File: src/rtl/seq_pkg.sv
package seq_pkg;
    localparam int ST_W      = 3;
    localparam int OP_W      = 3;
    localparam int NUM_T     = 1 << ST_W;
    localparam int FETCH_LEN = NUM_T / 2;

    typedef enum logic [ST_W-1:0] {
        T0 = 3'd0, T1 = 3'd1, T2 = 3'd2, T3 = 3'd3,
        T4 = 3'd4, T5 = 3'd5, T6 = 3'd6, T7 = 3'd7
    } tstate_e;
endpackage

File: src/rtl/seq_next.sv
// Next-state equations in plain Boolean form: ripple increment, cleared
// when the current execute state matches the selected last state.
module seq_next #(
    parameter int ST_W = 3
) (
    input  logic [ST_W-1:0] cur,
    input  logic [ST_W-2:0] sel,
    output logic [ST_W-1:0] nxt
);
    logic [ST_W:0]   carry;
    logic [ST_W-1:0] inc;
    logic [ST_W-2:0] match;
    logic            last_st;

    assign carry[0] = 1'b1;

    for (genvar i = 0; i < ST_W; i++) begin : g_inc
        assign inc[i]     = cur[i] ^ carry[i];
        assign carry[i+1] = cur[i] & carry[i];
    end

    for (genvar j = 0; j < ST_W - 1; j++) begin : g_match
        assign match[j] = ~(cur[j] ^ sel[j]);
    end

    // last execute state: upper bit set and low bits equal to selector
    assign last_st = cur[ST_W-1] & (&match);
    assign nxt     = inc & {ST_W{~last_st}};
endmodule

File: src/rtl/seq_decode.sv
// Output decode: one pulse per state, execute flag from the top state bit.
module seq_decode #(
    parameter int ST_W  = 3,
    localparam int NUM_T = 1 << ST_W
) (
    input  logic [ST_W-1:0]  cur,
    output logic [NUM_T-1:0] pulse,
    output logic             exec_o
);
    for (genvar i = 0; i < NUM_T; i++) begin : g_pulse
        assign pulse[i] = (cur == ST_W'(i));
    end

    assign exec_o = cur[ST_W-1];
endmodule

File: src/rtl/opcode_timing_seq.sv
module opcode_timing_seq
    import seq_pkg::*;
(
    input  logic             clk,
    input  logic             rst,
    input  logic [OP_W-1:0]  op,
    output logic [NUM_T-1:0] tpulse,
    output logic             exec_phase
);
    tstate_e         state_q;
    logic [ST_W-1:0] nxt_bits;

    seq_next #(.ST_W(ST_W)) u_next (
        .cur (state_q),
        .sel (op[ST_W-2:0]),
        .nxt (nxt_bits)
    );

    always_ff @(posedge clk) begin
        if (rst) begin
            state_q <= T0;
        end else begin
            state_q <= tstate_e'(nxt_bits);
        end
    end

    seq_decode #(.ST_W(ST_W)) u_decode (
        .cur    (state_q),
        .pulse  (tpulse),
        .exec_o (exec_phase)
    );
endmodule

File: config.mk
export PLATFORM = sky130hd
export DESIGN_NAME = opcode_timing_seq
export DESIGN_NICKNAME = d
export VERILOG_FILES = /design/src/rtl/seq_pkg.sv /design/src/rtl/seq_next.sv /design/src/rtl/seq_decode.sv /design/src/rtl/opcode_timing_seq.sv
export SDC_FILE = /design/constraint.sdc
export NUM_CORES = 1
export LEC_CHECK = 0
export BUFFER_PORTS_ARGS = -buffer_cell sky130_fd_sc_hd__buf_2
export CORE_AREA = 2 2 39 41
export CTS_CLUSTER_SIZE = 28
export DETAILED_ROUTE_END_ITERATION = 10
export DIE_AREA = 0 0 41 43
export PLACE_DENSITY = 0.41
export SETUP_SLACK_MARGIN = 0.5
export SLEW_MARGIN = 5
export SYNTH_ARGS = -nofsm -noshare
export SYNTH_HDL_FRONTEND = slang
export SYNTH_SLANG_ARGS = --single-unit
File: constraint.sdc
create_clock -name clk -period 2.8 [get_ports clk]
set_clock_uncertainty 0.15 [all_clocks]
set_input_delay 0.28 -clock clk [delete_from_list [all_inputs] [get_ports clk]]
set_output_delay 0.28 -clock clk [all_outputs]
set_load 0.03 [all_outputs]
==> results of run 1 <==
[through the flow]
step                      total power [mW]  instances  instance area, um2  worst slack, ns
after floorplan                     0.0967         25                 235             1.22
final                                0.188         56                 338             1.11
after global placement               0.112         52                 312             1.34
after global routing                 0.205         56                 338             1.03
after detailed placement             0.113         52                 312             1.34
after CTS                            0.193         56                 338             1.08
[cells in the final DEF (no fill, tap or decap)]
| cell | instances |
|---|---|
| dfxtp_1 | 3 |
| and2_1 | 3 |
| xnor2_1 | 2 |
| ha_1 | 6 |
| buf_2 | 12 |
| nor2b_1 | 3 |
| a311oi_1 | 3 |
| clkbuf_1 | 1 |
| clkbuf_4 | 3 |
| inv_1 | 4 |
[power breakdown]
group          switching (mW)  internal, mW  total, mW
clock network          0.0232        0.0535     0.0767
logic                  0.0354        0.0206     0.0561
registers             0.00740        0.0474     0.0548
[layer usage]
metal  wire, um  up-vias  track usage  part of all wire
met4         14        0       0.0800             0.032
met3         51        2       0.0157              0.12
met5          0        -            0                 0
met1        200       82       0.0737              0.45
met2        173       13       0.0781              0.39
li1           -      111            -                 -
[path summary, 6_finish.rpt]
| check | end | cells past startpoint |
|---|---|---|
| max | tpulse[4] | 4 |
| min | state_q[2]$_SDFF_PP0_ | 2 |
| max reg2reg | state_q[2]$_SDFF_PP0_ | 3 |
| min reg2reg | state_q[0]$_SDFF_PP0_ | 1 |
[area by class of cell]
cell class | instances | area (um2) | area share
clock buffers | 4 | 26.3 | 0.0778
multi-input cells | 17 | 156 | 0.463
well taps | 16 | 20.0 | 0.0593
flip-flops and latches | 3 | 60.1 | 0.178
inverters | 4 | 15.0 | 0.0444
repair buffers | 12 | 60.1 | 0.178
[cell families (layout without fill, tap and decap cells)]
| group | after synthesis | in the layout |
|---|---|---|
| buf+inv | 5 | 20 |
| xor+xnor | 2 | 2 |
| compound gates | 3 | 3 |
| flops | 3 | 3 |
| simple gates | 6 | 6 |
| fa+ha+maj | 6 | 6 |
[worst max-delay path, delay by kind of cell (launching register included)]
kind                     cells  cell delay [ns]
flip-flops                   1             0.42
AND/OR/NAND/NOR              1             0.15
buffers and inverters        2             0.26
adder cells (fa/ha/maj)      1             0.20
==> flow_summary.ini, run 1 <==
[status]
status = completed

[synthesis]
yosys.area_share.adder = 0.319
synth_top_area_frac = 0.319
synth_cell_type_count = 8
synth_top_family_by_area = adder cells
async_flop_share = 0
synthMuxAreaShare = 0
synth-edff-count = 0
synth_commonest_cells = ha_1 (6), inv_1 (4)
seq_area_frac_synth = 0.255
syn_inst = 25
synth.cell_area_um2 = 235
synth_xor_area_frac = 0.0745
ys_ff_latch = 3
synth-simple-area-share = 0.160
synth_ff_type = dfxtp_1
yosysMostFrequentCell = ha_1
synth_area_leaders = ha_1 (32%), dfxtp_1 (26%), a311oi_1 (11%), and2_1 (8.0%), nor2b_1 (8.0%)
yosys_warnings = 0
synth_compound_area_frac = 0.112
syn_avg_cell_area_um2 = 9.41
synth_top_area_cell = ha_1
syn_nets = 36

[worst_setup_path]
cpPeakStageDelay_ns = 0.42
start_kind = flip-flop
worstSetupPathType = reg2out
worstSetupStartpoint = state_q[0]$_SDFF_PP0_
r2r-start = state_q[2]$_SDFF_PP0_
crit_slowest_cell = dfxtp_1
path_cells = inv_1, ha_1, and2_1, buf_2
crit_fanout = 5
end_kind = output port
cp.arrival_ns = 1.26
r2r_slack_ns = 1.43
required_ns = 2.37

[sta]
hold_viol = 0
tns_ns = 0
period_share = 0.605
fin_hold_ws_ns = 0.0884
rsz0062_at_grt = no
setup_viol = 0
worstMarginPinSlew_ns = 0.351
slew_violations = 0
fmaxAchievable_ghz = 0.590
slew_headroom = 0.766
finalCriticalPeriod_ns = 1.69

[final_layout]
top_regs = state_q: 3 flops
fill_cells = 160
area_delta_synth_final_pct = 43.6
drive_gt1_frac = 0.375
nNetsFinal = 52
regMostFlops = state_q
final_core_util = 0.244
antenna_cells = 0
largest_reg_flops = 3

[drt]
ant_nets = 0
wirelength_um = 440
vias = 208
firstDrtPassIters = 3
drc = 0
via_per_inst = 3.71
wl_per_cell_um = 7.86
drt_iter0_drc = 6

[worst_hold_path]
min-delay-path-class = in2reg
worstHoldStart = rst

[placement]
post-dp-hpwl_um = 361
portBuffers = 12
place.gp.congestion = 0.541

[clocking]
cts_setup_buffers = 0
cts-root-buf = clkbuf_4
htreeDepth = 1
cts_resized = 0
tritoncts = done
cts_buffers = 3
clock-sinks = 3
clk_latency_ns = 0.23
cts_hold_buffers = 0
cts_buffer_depth = 2
clkTransAtPathRegs_ns = 0.04

[global_route]
globalRouteTotalUtil = 0.0632
grt_antenna_before_repair = 0
grt_max_degree = 13
grt_pass1_wl_um = 710
grt_overflow_total = 0
grt_pass1_vias = 184

[floorplanning]
io_pins = 14
die_height_um = 43
start_util = 0.170
core_area_um2 = 1380
rows = 14
dieArea_um2 = 1760
die_width_um = 41

[power]
irDropWorstVdd_mv = 0.149
powerDensity_nw_per_um2 = 555
p_leak_nw = 0.183

[flow_run]
maxCapViolations = 0
Note: power is estimated with default switching activity, not from simulation.
==> run 2: changes to the inputs <==
==> constraint.sdc (replaced) <==
create_clock -name clk -period 1.73 [get_ports clk]
set_clock_uncertainty 0.15 [all_clocks]
set_input_delay 0.173 -clock clk [delete_from_list [all_inputs] [get_ports clk]]
set_output_delay 0.173 -clock clk [all_outputs]
set_load 0.03 [all_outputs]
==> run 2 against run 1 <==
  * Utilization increased by 9.7 points
  * Largest cell class unchanged
  * Highest routed layer is now met3
  * Sequential cell count unchanged
  * Critical path type unchanged
  * Non-clock buffer count increased by 4
  * Via count increased by 9.6%
==> flow_summary.ini, run 2 (same netlist as run 1, synthesis figures left out) <==
[status]
status = completed

[drt]
wl_per_cell_um = 8.60
drc = 0
vias = 228
firstDrtPassIters = 2
wirelength_um = 516
drt_iter0_drc = 1
ant_nets = 0
via_per_inst = 3.80

[worst_setup_path]
end_kind = output port
r2r_end = state_q[2]$_SDFF_PP0_
path_cells = inv_2, ha_2, and2_4, buf_6
crit_fanout = 4
cp.arrival_ns = 1.09
r2r-start = state_q[0]$_SDFF_PP0_
required_ns = 1.41
crit_slowest_cell = dfxtp_4
worstSetupPathType = reg2out
path_buf_inv = 2
ff2ff_path_depth = 3
cpPeakStageDelay_ns = 0.36
path_delay_family = flip-flops
start_kind = flip-flop
r2r_slack_ns = 0.49

[floorplanning]
core_area_um2 = 1380
start_util = 0.170
die_width_um = 41
dieArea_um2 = 1760
die_height_um = 43
rows = 14
io_pins = 14

[final_layout]
top_regs = state_q: 3 flops
layout_commonest_cell = buf_6
seqCellArea_um2 = 71.3
area_delta_synth_final_pct = 101
largest_reg_flops = 3
regMostFlops = state_q
final_cell_mix = buf_6 (8), ha_2 (6), clkbuf_4 (4)
antenna_cells = 0
multi_input_area_um2 = 194
fill_cells = 154
drive_gt1_frac = 0.773
nNetsFinal = 56

[clocking]
htreeDepth = 1
clk_latency_ns = 0.23
cts_buffer_depth = 2
clkTransAtPathRegs_ns = 0.04
cts-root-buf = clkbuf_4
clock-sinks = 3
tritoncts = done
cts_buffers = 3

[flow_run]
maxCapViolations = 0

[power]
irDropWorstVdd_mv = 0.264
powerDensity_nw_per_um2 = 744
p_leak_nw = 0.212
p_total_mw = 0.351

[sta]
hold_viol = 0
period_share = 0.817
finalCriticalPeriod_ns = 1.41
slew_headroom = 0.843
setup_viol = 0
slew_violations = 0
fmaxAchievable_ghz = 0.708
worstMarginPinSlew_ns = 0.234
rsz0062_at_grt = yes
tns_ns = 0

[worst_hold_path]
whs_endpoint = state_q[0]$_SDFF_PP0_
min-delay-path-class = in2reg
whs_path_depth = 3
worstHoldStart = op[0]

[global_route]
grt_pass1_wl_um = 793
grt_pass1_vias = 221
grt_max_degree = 13
grt_overflow_total = 0
grt_antenna_before_repair = 0
globalRouteTotalUtil = 0.0741

[placement]
post-dp-hpwl_um = 366
place.gp.congestion = 0.655
portBuffers = 12
run 2: timing repair:
item	CTS	global route
gates resized for setup	29	3
endpoints found under the setup margin	10	11
hold buffers	1	0
hold endpoints to repair	3	0
buffers inserted	2	1
pin swaps	1	1
run 2: worst max path at each step:
stage | start | to | cells past startpoint
floorplan | state_q[2]$_SDFF_PP0_ | state_q[2]$_SDFF_PP0_ | 4
global placement | state_q[0]$_SDFF_PP0_ | state_q[2]$_SDFF_PP0_ | 3
detailed placement | state_q[0]$_SDFF_PP0_ | state_q[2]$_SDFF_PP0_ | 3
CTS | state_q[0]$_SDFF_PP0_ | tpulse[0] | 4
global route | state_q[0]$_SDFF_PP0_ | tpulse[0] | 4
finish | state_q[0]$_SDFF_PP0_ | tpulse[4] | 4
run 2: worst register-to-register path, cell delays in order (launching register included):
cell	delay [ns]
dfxtp_4	0.36
ha_2	0.18
ha_2	0.27
a311oi_1	0.18
run 2: stage by stage:
stage	std cells	setup WS (ns)	area (um2)	util	hold WS, ns
global placement	52	0.337	325	0.235	0.213
detailed placement	52	0.347	325	0.235	0.213
global route	60	0.269	472	0.341	0.171
floorplan	25	0.393	253	-	0.0854
finish	60	0.317	472	0.341	0.159
CTS	59	0.309	452	0.326	0.149
run 2: cell type report:
| cell class | count | area share |
|---|---|---|
| tap | 16 | 0.0424 |
| clock buffer | 4 | 0.0557 |
| timing repair buffer | 16 | 0.308 |
| sequential | 3 | 0.151 |
| multi-input combinational | 17 | 0.411 |
| inverter | 4 | 0.0318 |
run 2: report_power, final:
part	internal, mW	switching, mW
Combinational	0.0700	0.0676
Clock	0.0864	0.0363
Sequential	0.0774	0.0132
Total	0.234	0.117
run 2: layer usage:
layer / global-route usage / wire length (um) / up-vias
li1: - / - / 122
met1: 0.0764 / 217 / 100
met2: 0.100 / 283 / 6
met3: 0.0157 / 16 / 0
met4: 0.100 / 0 / 0
met5: 0 / 0 / -
==> run 3: changes to the inputs <==
--- a/config.mk
+++ b/config.mk
@@ -5,12 +5,13 @@
 export SDC_FILE = /design/constraint.sdc
 export NUM_CORES = 1
 export LEC_CHECK = 0
+export ABC_AREA = 1
 export BUFFER_PORTS_ARGS = -buffer_cell sky130_fd_sc_hd__buf_2
 export CORE_AREA = 2 2 39 41
 export CTS_CLUSTER_SIZE = 28
 export DETAILED_ROUTE_END_ITERATION = 10
 export DIE_AREA = 0 0 41 43
-export PLACE_DENSITY = 0.41
+export PLACE_DENSITY = 0.44
 export SETUP_SLACK_MARGIN = 0.5
 export SLEW_MARGIN = 5
 export SYNTH_ARGS = -nofsm -noshare
==> constraint.sdc (replaced) <==
create_clock -name clk -period 1.3 [get_ports clk]
set_clock_uncertainty 0.15 [all_clocks]
set_input_delay 0.13 -clock clk [delete_from_list [all_inputs] [get_ports clk]]
set_output_delay 0.13 -clock clk [all_outputs]
set_load 0.03 [all_outputs]
==> run 3 against run 2 <==
  * Area after synthesis up 15%
  * Non-clock buffer count unchanged
  * Largest cell class unchanged
  * Sequential cell count unchanged
  * Cell count up 27%
  * The run now ends with hold timing, setup timing left
  * Global-route usage up 2.8 points
  * Sequential share of layout area down 3.6 points
  * First-iteration DRC count down 100%
  * Critical endpoint is now tpulse[0]
  * Synthesized cell count up 64%
  * Critical path type unchanged
  * Hold slack worse by 0.17 ns
  * Largest power group unchanged
  * Clock power up 33%
==> flow_summary.ini, run 3 <==
[final_layout]
largest_reg_flops = 3
fill_cells = 128
area_delta_synth_final_pct = 129
seqCellArea_um2 = 71.3
top_regs = state_q: 3 flops
nNetsFinal = 72
regMostFlops = state_q
antenna_cells = 0
fin_area_um2 = 618
drive_gt1_frac = 0.800
layout_commonest_cell = buf_6
fin_cells = 76
multi_input_area_um2 = 288
final_cell_mix = buf_6 (10), inv_2 (7), ha_4 (6)

[flow_run]
maxCapViolations = 0

[clocking]
cts_buffers = 3
htreeDepth = 1
clk_latency_ns = 0.23
clock-sinks = 3
cts_buffer_depth = 2
clkTransAtPathRegs_ns = 0.04
tritoncts = done
cts-root-buf = clkbuf_4

[global_route]
globalRouteTotalUtil = 0.102
grt_antenna_before_repair = 0
grt_max_degree = 7
grt_overflow_total = 0
grt_pass1_vias = 316
grt_pass1_wl_um = 1230

[worst_setup_path]
end_kind = output port
start_kind = flip-flop
required_ns = 1.02
worstSetupPathType = reg2out
crit_fanout = 4
cp.arrival_ns = 1.07

[synthesis]
synth_top_area_cell = ha_1
synth-edff-count = 0
syn_inst = 41
synth_area_leaders = ha_1 (28%), dfxtp_1 (22%), inv_1 (15%), nand2_1 (14%), nor2_1 (8.3%)
synth_top_area_frac = 0.278
async_flop_share = 0
syn_nets = 52
yosys_warnings = 0
seq_area_frac_synth = 0.222
synth.cell_area_um2 = 270
ys_ff_latch = 3
synth_commonest_cells = inv_1 (11), nand2_1 (10), ha_1 (6), nor2_1 (6), dfxtp_1 (3)
yosysMostFrequentCell = inv_1
synth_ff_type = dfxtp_1
synth_cell_type_count = 10
syn_avg_cell_area_um2 = 6.59

[drt]
drc = 0
via_per_inst = 3.97
firstDrtPassIters = 1
wirelength_um = 672
drt_iter0_drc = 0
wl_per_cell_um = 8.84
ant_nets = 0
vias = 302

[sta]
fin_hold_ws_ns = -0.0117
slew_headroom = 0.917
fmaxAchievable_ghz = 0.739
rsz0062_at_grt = yes
tns_ns = -0.330
slew_violations = 0
period_share = 1.04
worstMarginPinSlew_ns = 0.125
setup_viol = 8
setup_slack_ns = -0.0527
finalCriticalPeriod_ns = 1.35
hold_viol = 1

[power]
p_leak_nw = 0.283
p_total_mw = 0.531
irDropWorstVdd_mv = 0.407
powerDensity_nw_per_um2 = 859

[floorplanning]
dieArea_um2 = 1760
die_width_um = 41
die_height_um = 43
io_pins = 14
core_area_um2 = 1380
rows = 14
start_util = 0.195

[placement]
dp.cells = 68
portBuffers = 12
dpl-instance-area_um2 = 374
place.gp.congestion = 0.643
post-dp-hpwl_um = 408
pre_cts_ws_ns = 0.0245

[worst_hold_path]
min-delay-path-class = in2reg

[status]
status = finished, violations left
violations = hold timing, setup timing
==> run 3: worst paths after layout <==
check	start	endpoint	slack, ns	cells after the start
min reg2reg	state_q[1]$_SDFF_PP0_	state_q[0]$_SDFF_PP0_	0.54	4
max reg2reg	state_q[0]$_SDFF_PP0_	state_q[2]$_SDFF_PP0_	0.05	4
min	rst	state_q[2]$_SDFF_PP0_	-0.01	3
max	state_q[1]$_SDFF_PP0_	tpulse[0]	-0.05	5
==> run 3: kinds of logic (layout without fill, tap and decap cells) <==
logic type,count (synthesis),count (layout),synth area share
adder cells (fa/ha/maj),6,6,0.278
flip-flops,3,3,0.222
buffers and inverters,13,32,0.194
AND/OR/NAND/NOR,19,19,0.306
==> run 3: stage by stage <==
step / util / hold WS (ns)
floorplan: - / 0.123
global placement: 0.270 / 0.224
detailed placement: 0.270 / 0.229
CTS: 0.424 / -0.0203
global route: 0.447 / -0.00465
finish: 0.447 / -0.0117
==> run 3: layout make-up <==
| type | instances | share of cell area |
|---|---|---|
| Clock buffer | 4 | 0.0425 |
| Timing Repair Buffer | 16 | 0.255 |
| Tap cell | 16 | 0.0324 |
| Sequential cell | 3 | 0.115 |
| Inverter | 12 | 0.0891 |
| Multi-Input combinational cell | 25 | 0.466 |
==> run 3: repair_timing <==
action | CTS | global route
pin swaps | 5 | 3
hold endpoints to repair | 2 | 1
resized for setup | 41 | 10
setup buffers | 4 | 0
endpoints found under the setup margin | 12 | 12
==> run 3: power by group <==
part	leakage [nW]	internal, mW	total, mW	switching [mW]
logic	0.241	0.112	0.238	0.126
registers	0.0267	0.103	0.129	0.0260
clock network	0.0150	0.115	0.164	0.0488
==> run 3: critical path, stage by stage (launching register included) <==
cell and delay [ns]:
dfxtp_4 0.37, inv_6 0.08, ha_4 0.13, inv_2 0.04
nor2_4 0.09, buf_6 0.13
==> run 3: layer usage <==
metal | wire [um] | share of wire | track usage
met1 | 245 | 0.36 | 0.0990
met2 | 388 | 0.58 | 0.184
met3 | 38 | 0.057 | 0.0314
met4 | 0 | 0 | 0.0400
met5 | 0 | 0 | 0
